File: config.mk
export PLATFORM = sky130hd
export DESIGN_NAME = sec_alarm_counter
export DESIGN_NICKNAME = d
export VERILOG_FILES = /design/src/rtl/sac_pkg.sv /design/src/rtl/sac_edge_sync.sv /design/src/rtl/sac_prescaler.sv /design/src/rtl/sac_count_core.sv /design/src/rtl/sec_alarm_counter.sv
export SDC_FILE = /design/constraint.sdc
export NUM_CORES = 1
export LEC_CHECK = 0
export ABC_AREA = 1
export BUFFER_PORTS_ARGS = -buffer_cell sky130_fd_sc_hd__buf_2
export CORE_ASPECT_RATIO = 1.1
export CORE_MARGIN = 1
export CORE_UTILIZATION = 53
export DETAILED_ROUTE_END_ITERATION = 7
export GPL_TIMING_DRIVEN = 0
export HOLD_SLACK_MARGIN = 0.05
export MAX_ROUTING_LAYER = met4
export PLACE_DENSITY = 0.7
export SETUP_SLACK_MARGIN = 0.4
export SKIP_LAST_GASP = 1
export SYNTH_ARGS = -nofsm -noshare
export SYNTH_HDL_FRONTEND = slang
export SYNTH_HIERARCHICAL = 1
export SYNTH_SLANG_ARGS = --single-unit
File: constraint.sdc
create_clock -name clk -period 5.3 [get_ports clk]
set_clock_uncertainty 0.05 [all_clocks]
set_input_delay 1.06 -clock clk [delete_from_list [all_inputs] [get_ports clk]]
set_output_delay 1.06 -clock clk [all_outputs]
set_load 0.02 [all_outputs]
File: src/rtl/sac_pkg.sv
package sac_pkg;
  typedef enum logic [2:0] {
    A_CTRL  = 3'd0,
    A_LOAD  = 3'd1,
    A_MATCH = 3'd2,
    A_MASK  = 3'd3,
    A_STAT  = 3'd4,
    A_CLR   = 3'd5,
    A_VALUE = 3'd6
  } sac_addr_e;

  localparam int CTRL_W     = 3;
  localparam int B_EN       = 0;
  localparam int B_STALL    = 1;
  localparam int B_CONTINUE = 2;
endpackage

File: src/rtl/sac_edge_sync.sv
module sac_edge_sync #(
  parameter int STAGES = 2
) (
  input  logic clk,
  input  logic rst_n,
  input  logic async_i,
  output logic rise_o
);
  localparam int DEPTH = STAGES + 1;
  logic [DEPTH-1:0] sh_q;

  always_ff @(posedge clk or negedge rst_n) begin
    if (!rst_n) sh_q <= '0;
    else        sh_q <= {sh_q[DEPTH-2:0], async_i};
  end

  assign rise_o = sh_q[DEPTH-2] & ~sh_q[DEPTH-1];
endmodule

File: src/rtl/sac_prescaler.sv
module sac_prescaler #(
  parameter int W = 15
) (
  input  logic clk,
  input  logic rst_n,
  input  logic edge_i,
  input  logic run_i,
  output logic tick_o
);
  logic [W-1:0] div_q;
  logic         step;

  assign step = edge_i & run_i;

  always_ff @(posedge clk or negedge rst_n) begin
    if (!rst_n)    div_q <= '0;
    else if (step) div_q <= div_q + 1'b1;
  end

  assign tick_o = step & (&div_q);
endmodule

File: src/rtl/sac_count_core.sv
module sac_count_core #(
  parameter int CW = 32
) (
  input  logic          clk,
  input  logic          rst_n,
  input  logic          tick_i,
  input  logic          first_ld_i,
  input  logic          load_wr_i,
  input  logic [CW-1:0] load_val_i,
  input  logic [CW-1:0] match_i,
  input  logic          clr_i,
  output logic [CW-1:0] cnt_o,
  output logic          stat_o,
  output logic          pend_o
);
  logic [CW-1:0] cnt_q, nxt;
  logic          pend_q, stat_q;

  assign nxt = pend_q ? load_val_i : cnt_q + 1'b1;

  always_ff @(posedge clk or negedge rst_n) begin
    if (!rst_n) begin
      cnt_q  <= '0;
      pend_q <= 1'b0;
      stat_q <= 1'b0;
    end else begin
      if (first_ld_i)  cnt_q <= {{(CW-1){1'b0}}, 1'b1};
      else if (tick_i) cnt_q <= nxt;

      if (load_wr_i)   pend_q <= 1'b1;
      else if (tick_i) pend_q <= 1'b0;

      if (tick_i && !first_ld_i && nxt == match_i) stat_q <= 1'b1;
      else if (clr_i)                              stat_q <= 1'b0;
    end
  end

  assign cnt_o  = cnt_q;
  assign stat_o = stat_q;
  assign pend_o = pend_q;
endmodule

File: src/rtl/sec_alarm_counter.sv
module sec_alarm_counter #(
  parameter int CW       = 32,
  parameter int PRESC_W  = 15,
  parameter int SYNC_STG = 2
) (
  input  logic          clk,
  input  logic          rst_n,
  input  logic          clk32_in,
  input  logic          dbg_halt,
  input  logic          reg_wr,
  input  logic [2:0]    reg_addr,
  input  logic [CW-1:0] reg_wdata,
  output logic [CW-1:0] reg_rdata,
  output logic          irq
);
  import sac_pkg::*;

  logic [CTRL_W-1:0] ctrl_q;
  logic [CW-1:0]     load_q, match_q, cnt;
  logic              mask_q, primed_q;
  logic              ref_rise, run, tick, first_ld, load_wr, clr, stat, pend;
  sac_addr_e         addr;

  assign addr     = sac_addr_e'(reg_addr);
  assign first_ld = reg_wr && addr == A_CTRL && reg_wdata[B_EN] && !primed_q;
  assign load_wr  = reg_wr && addr == A_LOAD;
  assign clr      = reg_wr && addr == A_CLR && reg_wdata[0];
  assign run      = ctrl_q[B_EN] &&
                    !(dbg_halt && ctrl_q[B_STALL] && !ctrl_q[B_CONTINUE]);

  always_ff @(posedge clk or negedge rst_n) begin
    if (!rst_n) begin
      ctrl_q   <= '0;
      load_q   <= '0;
      match_q  <= '0;
      mask_q   <= 1'b0;
      primed_q <= 1'b0;
    end else if (reg_wr) begin
      unique case (addr)
        A_CTRL:  ctrl_q  <= reg_wdata[CTRL_W-1:0];
        A_LOAD:  load_q  <= reg_wdata;
        A_MATCH: match_q <= reg_wdata;
        A_MASK:  mask_q  <= reg_wdata[0];
        default: ;
      endcase
      if (first_ld) primed_q <= 1'b1;
    end
  end

  sac_edge_sync #(.STAGES(SYNC_STG)) u_sync (
    .clk(clk), .rst_n(rst_n), .async_i(clk32_in), .rise_o(ref_rise)
  );

  sac_prescaler #(.W(PRESC_W)) u_presc (
    .clk(clk), .rst_n(rst_n), .edge_i(ref_rise), .run_i(run), .tick_o(tick)
  );

  sac_count_core #(.CW(CW)) u_core (
    .clk(clk), .rst_n(rst_n), .tick_i(tick), .first_ld_i(first_ld),
    .load_wr_i(load_wr), .load_val_i(load_q), .match_i(match_q),
    .clr_i(clr), .cnt_o(cnt), .stat_o(stat), .pend_o(pend)
  );

  always_comb begin
    reg_rdata = '0;
    unique case (addr)
      A_CTRL:  reg_rdata[CTRL_W-1:0] = ctrl_q;
      A_LOAD:  reg_rdata = load_q;
      A_MATCH: reg_rdata = match_q;
      A_MASK:  reg_rdata[0] = mask_q;
      A_STAT:  reg_rdata[0] = stat;
      A_VALUE: reg_rdata = cnt;
      default: reg_rdata = '0;
    endcase
  end

  assign irq = stat & mask_q;
endmodule

---- After elaboration in Yosys (flattened, before gate mapping) ----
Index checks and enable logic that the tools add are counted.
word-level totals
  register bits after elaboration ......... 121
  input bits .............................. 40
cells by class
  add/sub/neg operators ................... 2
  equal/unequal tests ..................... 7
  muxes and demuxes ....................... 10
  bitwise logic cells ..................... 5
  reductions and logical operators ........ 25
operator list
  cell                                                                   count
  32-bit two-way mux                                                     3
  29-bit case mux with 3 select lines                                    1
  32-bit by 1-bit adder with 32-bit output, second input constant        1
  32-bit equality test                                                   1
  15-bit by 1-bit adder with 15-bit output, second input constant        1
  15-bit AND reduction                                                   1
  1-bit logical AND                                                      11
  2-bit AND reduction                                                    5
  3-bit equality test, second input constant                             3
  2-bit case mux with 4 select lines                                     1
  3-bit by 2-bit equality test with 1-bit output, second input constant  2
  1-bit case mux with 6 select lines                                     1
  2-bit nonzero test                                                     3
  1-bit bitwise AND                                                      4
  1-bit zero test                                                        4
  1-bit two-way mux                                                      4
  3-bit by 1-bit equality test with 1-bit output, second input constant  1
  3-bit zero test                                                        1
  1-bit inverter                                                         1

---- Logic depth before layout (Yosys ltp) ----
Gate-level depths: netlist of the first run.
  depth after elaboration ................. 9
  gate-level depth with buffers ........... 18
  depth with buffers taken out ............ 18

---- Modules after synthesis ----
The synthesis of the first run kept the hierarchy.
modules (own cells, without submodules)
  module             instances  cells each  area an instance (µm²)  seq. area each (µm²)
  sec_alarm_counter  1          432         3671.0                  1726.7
  sac_count_core     1          555         3230.6                  850.8
  sac_prescaler      1          96          805.8                   375.4
  sac_edge_sync      1          5           85.1                    75.1

---- Least setup slack after synthesis of the first run ----
Ideal clock, no wire load.
  kind .................................... in2out
  from .................................... in reg_addr[2]
  to ...................................... out reg_rdata[10]
  arrival time ............................ 2.036 ns
  data required time ...................... 4.190 ns
  path slack .............................. 2.154 ns
  stages .................................. 5
  path buffers ............................ 2
  cells stage by stage .................... buf_2 inv_4 nand3_4 buf_1 o211ai_1
between the ends
  cells in the longest elaborated chain, start to end .. 2
  elaborated cells on any way between the ends .. 4
  those cells by class .................... eq/ne (3); mux (1)
ends and longest elaborated chain
  what                                               line                     RTL
  start, declared                                    sec_alarm_counter.sv:11  input logic [2:0] reg_addr,
  3-bit equality test, or another cell as far along  sec_alarm_counter.sv:66  unique case (addr)
  29-bit case mux with 3 select lines (*)            sec_alarm_counter.sv:66
  end, declared                                      sec_alarm_counter.sv:13  output logic [CW-1:0] reg_rdata,
Mark *: on every way between the ends. The rest lies on a longest branch, timed or not.

---- Worst setup path after layout of the first run ----
  from .................................... in dbg_halt
  to ...................................... reg u_core.cnt_q[11], in the netlist u_core/cnt_o[11]
between the ends
  cells in the longest elaborated chain, start to end .. 7
ends and longest elaborated chain
  what                            line                     RTL
  start, declared                 sec_alarm_counter.sv:9   input logic dbg_halt,
  1-bit logical AND (2 in a row)  sec_alarm_counter.sv:29  !(dbg_halt && ctrl_q[B_STALL] && !ctrl_q[B_CONTINUE]);
  1-bit zero test                 sec_alarm_counter.sv:29
  1-bit logical AND               sec_alarm_counter.sv:28  assign run = ctrl_q[B_EN] &&
  net run                         sec_alarm_counter.sv:21  logic ref_rise, run, tick, first_ld, load_wr, clr, stat, pend;
  1-bit bitwise AND               sac_prescaler.sv:13      assign step = edge_i & run_i;
  1-bit bitwise AND               sac_prescaler.sv:20      assign tick_o = step & (&div_q);
  net tick                        sec_alarm_counter.sv:21
  2-bit nonzero test (no line)    --
  end signal, assigned            sac_count_core.sv:27     if (first_ld_i) cnt_q <= {{(CW-1){1'b0}}, 1'b1};
  end signal, assigned            sac_count_core.sv:28     else if (tick_i) cnt_q <= nxt;
  end, declared                   sac_count_core.sv:16     logic [CW-1:0] cnt_q, nxt;
The timed path passes the listed nets, and every way through them passes these cells.
A chain may end at the register's enable or synchronous reset.

==> results of run 1 <==
==> cell usage after synthesis <==
library cell,number,area (µm²)
nand3_2,1,10.01
nor2_8,1,20.02
clkbuf_1,13,48.80
buf_4,6,45.04
nand2_2,24,150.1
o21ai_2,31,271.5
buf_8,2,30.03
nor3_2,1,10.01
a31oi_1,1,6.260
a22o_1,1,8.760
o21ai_1,10,50.05
nand3b_1,11,82.58
xor2_1,9,78.83
inv_2,4,15.01
nand3_1,114,570.6
buf_6,5,56.30
nand4_1,11,68.82
nor2_1,66,247.7
a21oi_1,2,10.01
xnor2_1,4,35.03
nor2_2,6,37.54
inv_4,1,6.260
a22oi_1,1,7.510
o211ai_1,29,217.7
nor2_4,11,123.9
ha_1,2,25.02
buf_2,10,50.05
nand3_4,1,17.52
and2_1,1,6.260
nor4_1,1,6.260
clkbuf_2,1,5.000
nor3_1,1,5.000
clkbuf_8,1,13.76
buf_12,1,20.02
o21ai_0,46,230.2
o21bai_1,1,7.510
nand2_1,331,1242
nand2_4,6,67.56
buf_1,1,3.750
or2_2,24,150.1
inv_1,153,574.3
o22ai_1,21,131.4
dfrtp_1,121,3028
==> power by group through the flow <==
stage                     logic, mW  registers (mW)  clock network, mW
after global placement        0.564            1.18                  0
final                         0.584            1.17               1.12
after global routing          0.661            1.18               1.16
after detailed placement      0.582            1.18                  0
after floorplan               0.438            1.14                  0
after CTS                     0.584            1.16               1.13
==> layer usage <==
layer / wire length (µm) / vias up
li1: - / 3662
met3: 988 / 43
met1: 9593 / 3497
met4: 616 / 0
met5: 0 / -
met2: 11020 / 204
==> registers in the layout, summed over array words and instances (netlist names) <==
signal,cells
load_q,32
match_q,32
u_core/cnt_o,32
u_presc/div_q,15
ctrl_q,3
u_sync/sh_q,3
mask_q,1
primed_q,1
u_core/pend_o,1
u_core/stat_o,1
==> stage by stage <==
step / utilization [%] / total power, mW
2_1_floorplan: - / 1.583
3_3_place_gp: 58.26 / 1.741
3_5_place_dp: 58.50 / 1.760
4_1_cts: 62.40 / 2.878
5_1_grt: 62.40 / 3.008
6_report: 62.40 / 2.870
==> critical path: cells and delay by family <==
| family | cells | cell delay, ns |
|---|---|---|
| buffers and inverters | 4 | 1.28 |
| and+or+nand+nor | 5 | 1.09 |
| AOI/OAI and AO/OA | 2 | 0.37 |
==> worst paths after layout <==
path | startpoint | to | depth (start not counted)
worst max-delay path | dbg_halt | u_core/cnt_o[11] | 11
worst min-delay path | u_sync/sh_q[0] | u_sync/sh_q[1] | 0
worst max register to register | ctrl_q[1] | u_core/cnt_o[11] | 10
worst min register to register | u_sync/sh_q[0] | u_sync/sh_q[1] | 0
max in group asynchronous | rst_n | load_q[2] | 2
min in group asynchronous | rst_n | load_q[14] | 1
==> area by class of cell <==
type                            instances  area, µm²  area share [%]
Inverter                              158      595.6           6.633
Timing Repair Buffer                   71      384.1           4.278
Clock buffer                           22      464.2           5.170
Tap cell                              192      240.2           2.676
Clock inverter                          8      97.59           1.087
Multi-Input combinational cell        769       3896           43.39
Sequential cell                       121       3028           33.72
Buffer                                 40      272.8           3.038
==> kinds of logic (layout without fill, tap and decap cells) <==
logic type	Yosys count	count (layout)	synth area share, %
adder cells (fa/ha/maj)	2	2	0.3211
flip-flops	121	121	38.86
AND/OR/NAND/NOR	611	611	36.14
XOR/XNOR	13	13	1.461
AO/OA/AOI/OAI	143	143	12.07
buffers and inverters	198	299	11.14
==> metrics.md, run 1 <==
| Metric | Value |
|---|---|
| Synth Cell Area | `between 7000 and 8000 µm²` |
| Rows | `46` |
| CTS tree | `done` |
| Synth warn | `6` |
| CP Capture Type | `flop` |
| Hold WC Path Type | `reg -> reg` |
| GR Layer Usage met3 | `~4.6%` |
| Clock Latency Late Sink | `0.42 ns` |
| Hold_ws | `0.2992 ns` |
| Total track usage | `31.70%` |
| Syn nets | `1130` |
| Postcts setup bufs | `0` |
| Via count | `7406` |
| Most common cell after layout, fill and taps aside | `nand2_1` |
| Syn Area/Cell | `about 7 µm²` |
| Core Region | `14390 µm²` |
| Critical Path, Cell by Cell | `buf_2, a31oi_1, nand2_2, nor2_4, nand4_1, nor3_1, nor2_1, inv_1, clkbuf_1, clkbuf_1, o22ai_1` |
| Drt drc | `0` |
| Int Pwr | `1.992 mW` |
| CP peak stage delay | `between 0.5 and 0.6 ns` |
| Initial antenna violation count | `0` |
| Layout cell share with drive strength beyond 1 | `19.76%` |
| H-tree Lvls | `4` |
| CTS Buf Count | `17` |
| Min Tclk post-route | `3.599 ns` |
| Most frequent CP cell | `clkbuf_1` |
| Startpoint types | `input port` |
| Iter 0 DRT Violations | `507` |
| Die W | `117.6 µm` |
| Final setup fails | `0` |
| Tcrit/Tclk final | `67.91%` |
| Post-synthesis cell type count | `43` |
| Sink Count | `121` |
| Diodes inserted | `0` |
| # fillers | `1355` |
| P_sw | `between 0.8 and 0.9 mW` |
| I/O Buffers | `70` |
| Worst-case clock buffer depth | `2` |
| CP Data Required Time | `5.52 ns` |
| Switching share of power | `between 30 and 40%` |
| Final slew viol count | `0` |
| Die ar. | `15190 µm²` |
| Logic pwr share | `around 20%` |
| Global route hottest layer | `met2` |
| Slowest CP cell | `clkbuf_1` |
| # IOs | `73` |
| Post-place instance area | `~8400 µm²` |
| PwrDens | `about 320 nW/µm²` |
| Met2 usage | `54.43%` |
| Final setup margin | `~1.7 ns` |
| Global-route wire length before repair | `36270 µm` |
| Arrival time worst endpoint | `around 3.8 ns` |
| Slew Limit Headroom | `a little over half` |
| Grt ovf | `0` |
| Post-place setup slack | `1.278 ns` |
| GR Util met1 | `about 37%` |
| Via density | `5.363` |
| P&R area growth vs syn | `15.22%` |
| Clk pwr share | `39.0%` |
| Pre-antenna DRT Iters | `5` |
| R2r setup slk | `2.02 ns` |
| Max Fclk | `around 280 MHz` |
| Clock-pin slew on the worst setup and hold paths | `~0.060 ns` |
| Setup TNS | `0 ns` |
| Worst Setup Path Type | `in -> reg` |
| Routed Antenna Nets | `0` |
| Placed Cells | `roughly 1400` |
| Number of global-route vias before repair | `7331` |
| Maximum vdd drop | `0.0002063 V` |
| Die Height | `129.2 µm` |
| Final Wtd Congestion | `0.9658` |
| Drt wl/cell | `16.09 µm` |
| Most used cells in the layout excluding fill and tap cells | `331 x nand2_1, 153 x inv_1, 121 x dfrtp_1` |
| Outcome | `completed` |
| Least-Margin Pin Slew | `0.7120 ns` |
| Static leakage | `~4.8 nW` |
| Initial cell density of the core | `between 50 and 60%` |
| Hold-fix buffers, CTS | `0` |
| Sequential share of the synthesized area | `38.86%` |
| Final hold vios | `0` |
| Design Area, Final | `8979 µm²` |
| Max cap viols | `0` |
| Synth Instances | `1088` |
| Worst-path fanout max | `10` |
| DP Wirelength | `16700 µm` |
| WL final | `22220 µm` |
| Largest net degree at the start of global routing | `between 60 and 70` |
| Post-CTS sizing | `0` |
| Root Buffer Master | `clkbuf_16` |
| Part of the power in registers | `40.6%` |
| Final Instance Count excl. Fillers | `1381` |
| Flops & latches, synth | `~120` |
| RSZ-0062 raised after global routing | `no` |
| Nets | `1220` |
Power figures use the tool's default switching activity.
==> run 2, diff against run 1 <==
clock period = 3.75 ns   (was 5.3 ns; I/O delays follow)
==> run 2 against run 1 <==
  * Clock power rose by 41%
  * Clock-buffer cell count unchanged
  * Critical endpoint unchanged
  * Critical path depth unchanged
  * Register-to-register slack got worse by 1.4 ns
  * Sequential power grew 41%
  * Non-clock buffer count is the same
  * Setup slack lost 1.1 ns
  * Flip-flop and latch count unchanged
  * Utilization barely moved
  * Design area about the same
  * Routed wire length grew 0.27%
  * Via count is 0.34% higher
==> metrics.md, run 2 (synthesis results as in run 1) <==
| Metric | Value |
|---|---|
| Grt ovf | `0` |
| # IOs | `73` |
| H-tree Lvls | `4` |
| Design Area, Final | `~9000 µm²` |
| Final slew viol count | `0` |
| Slew Limit Headroom | `between 50 and 60%` |
| RSZ-0062 raised after global routing | `no` |
| Pre-antenna DRT Iters | `7` |
| Critical R2R Launch | `ctrl_q[1]` |
| Nets | `1220` |
| CP bufs+invs | `4` |
| Routed Antenna Nets | `0` |
| Drt drc | `0` |
| Maximum vdd drop | `0.0002928 V` |
| Die Height | `129.2 µm` |
| Core Region | `14390 µm²` |
| Root Buffer Master | `clkbuf_16` |
| WL final | `22280 µm` |
| Hold WC Path Type | `in -> async` |
| Final setup margin | `around 0.64 ns` |
| Sink Count | `121` |
| Largest net degree at the start of global routing | `66` |
| Arrival time worst endpoint | `3.33 ns` |
| DP Wirelength | `16700 µm` |
| Tcrit/Tclk final | `83.02%` |
| Postcts setup bufs | `0` |
| Die W | `about 120 µm` |
| Worst-path fanout max | `10` |
| Global-route wire length before repair | `36270 µm` |
| Via density | `5.381` |
| Die ar. | `15190 µm²` |
| PwrDens | `451.5 nW/µm²` |
| Clock Latency Late Sink | `0.42 ns` |
| CP peak stage delay | `between 0.5 and 0.6 ns` |
| Total track usage | `31.70%` |
| Max Fclk | `321.2 MHz` |
| Post-place instance area | `about 8400 µm²` |
| Final hold vios | `0` |
| Slowest CP cell | `clkbuf_1` |
| Worst-case clock buffer depth | `2` |
| CTS tree | `done` |
| Diodes inserted | `0` |
| Initial antenna violation count | `0` |
| Iter 0 DRT Violations | `509` |
| Static leakage | `about 4.8 nW` |
| R2r setup slk | `roughly 0.64 ns` |
| Reg-to-reg critical path endpoint | `u_core/cnt_o[11]` |
| Rows | `46` |
| Layout cell share with drive strength beyond 1 | `slightly below 20%` |
| Critical Path, Cell by Cell | `buf_2, a31oi_1, nand2_2, nor2_4, nand4_1, nor3_1, nor2_1, inv_1, clkbuf_1, clkbuf_2, o22ai_1` |
| Clock-pin slew on the worst setup and hold paths | `0.06 ns` |
| Hold-fix buffers, CTS | `0` |
| Fin util | `62.41%` |
| Outcome | `completed` |
| Drt wl/cell | `16.13 µm` |
| Startpoint types | `input port` |
| Min Tclk post-route | `3.113 ns` |
| Setup TNS | `0 ns` |
| Least-Margin Pin Slew | `0.7174 ns` |
| Worst reg-to-reg path cell count | `10` |
| Worst Setup Path Type | `in -> reg` |
| Final Wtd Congestion | `0.9658` |
| I/O Buffers | `70` |
| P&R area growth vs syn | `15.24%` |
| # fillers | `1354` |
| Most used cells in the layout excluding fill and tap cells | `331 x nand2_1, 153 x inv_1, 121 x dfrtp_1` |
| CP delay by family, top | `buffers and inverters` |
| CP Capture Type | `flop` |
| Number of global-route vias before repair | `approximately 7300` |
| Most common cell after layout, fill and taps aside | `nand2_1` |
| Final setup fails | `0` |
| Post-place setup slack | `0.03753 ns` |
| CTS Buf Count | `17` |
| Crit. path cell count | `11` |
| Max cap viols | `0` |
| CP Data Required Time | `3.97 ns` |
| Initial cell density of the core | `54.16%` |
| Via count | `7431` |
-- run 2: cell counts in the layout (fill, tap and decap cells not counted) --
No cell type changed its count.
-- run 2: worst max path at each step --
stage                         start          endpoint
after floorplan            dbg_halt     u_core/stat_o
after global placement     dbg_halt   u_core/cnt_o[5]
after detailed placement   dbg_halt  u_core/cnt_o[28]
after CTS                 ctrl_q[1]  u_core/cnt_o[11]
after global routing      ctrl_q[0]  u_core/cnt_o[30]
final                      dbg_halt  u_core/cnt_o[11]
-- run 2: area by class of cell --
| class | count | area [µm²] | share of cell area [%] |
|---|---|---|---|
| well taps | 192 | 240.2 | 2.675 |
| inverters | 158 | 595.6 | 6.632 |
| clock inverters | 8 | 97.59 | 1.087 |
| multi-input cells | 769 | 3896 | 43.39 |
| clock buffers | 22 | 464.2 | 5.169 |
| plain buffers | 40 | 274.0 | 3.051 |
| repair buffers | 71 | 384.1 | 4.278 |
| flip-flops and latches | 121 | 3028 | 33.72 |
-- run 2: metrics by stage --
step	cells	power, mW	hold WS, ns
2_1_floorplan	1088	2.237	0.2812
3_3_place_gp	1350	2.460	0.2839
3_5_place_dp	1351	2.487	0.2905
4_1_cts	1381	4.068	0.2699
5_1_grt	1381	4.252	0.2908
6_report	1381	4.055	0.2407
-- run 2: what timing repair did --
item | 4_1_cts | 5_1_grt
endpoints found under the setup margin | 0 | 10
hold endpoints to repair | 0 | 0
gates resized for setup | 0 | 2
-- run 2: metal layers --
layer  up-vias  global-route usage, %  wire length, µm
met5         -                      -                0
met4         0                  13.57              669
met3        48                  4.577              896
met2       209                  54.43            11000
met1      3518                  37.33             9706
li1       3656                      -                -
-- run 2: power breakdown --
part           switching (mW)  internal, mW
clock network           0.583          1.00
registers               0.162          1.48
logic                   0.494         0.331
total                    1.24          2.82
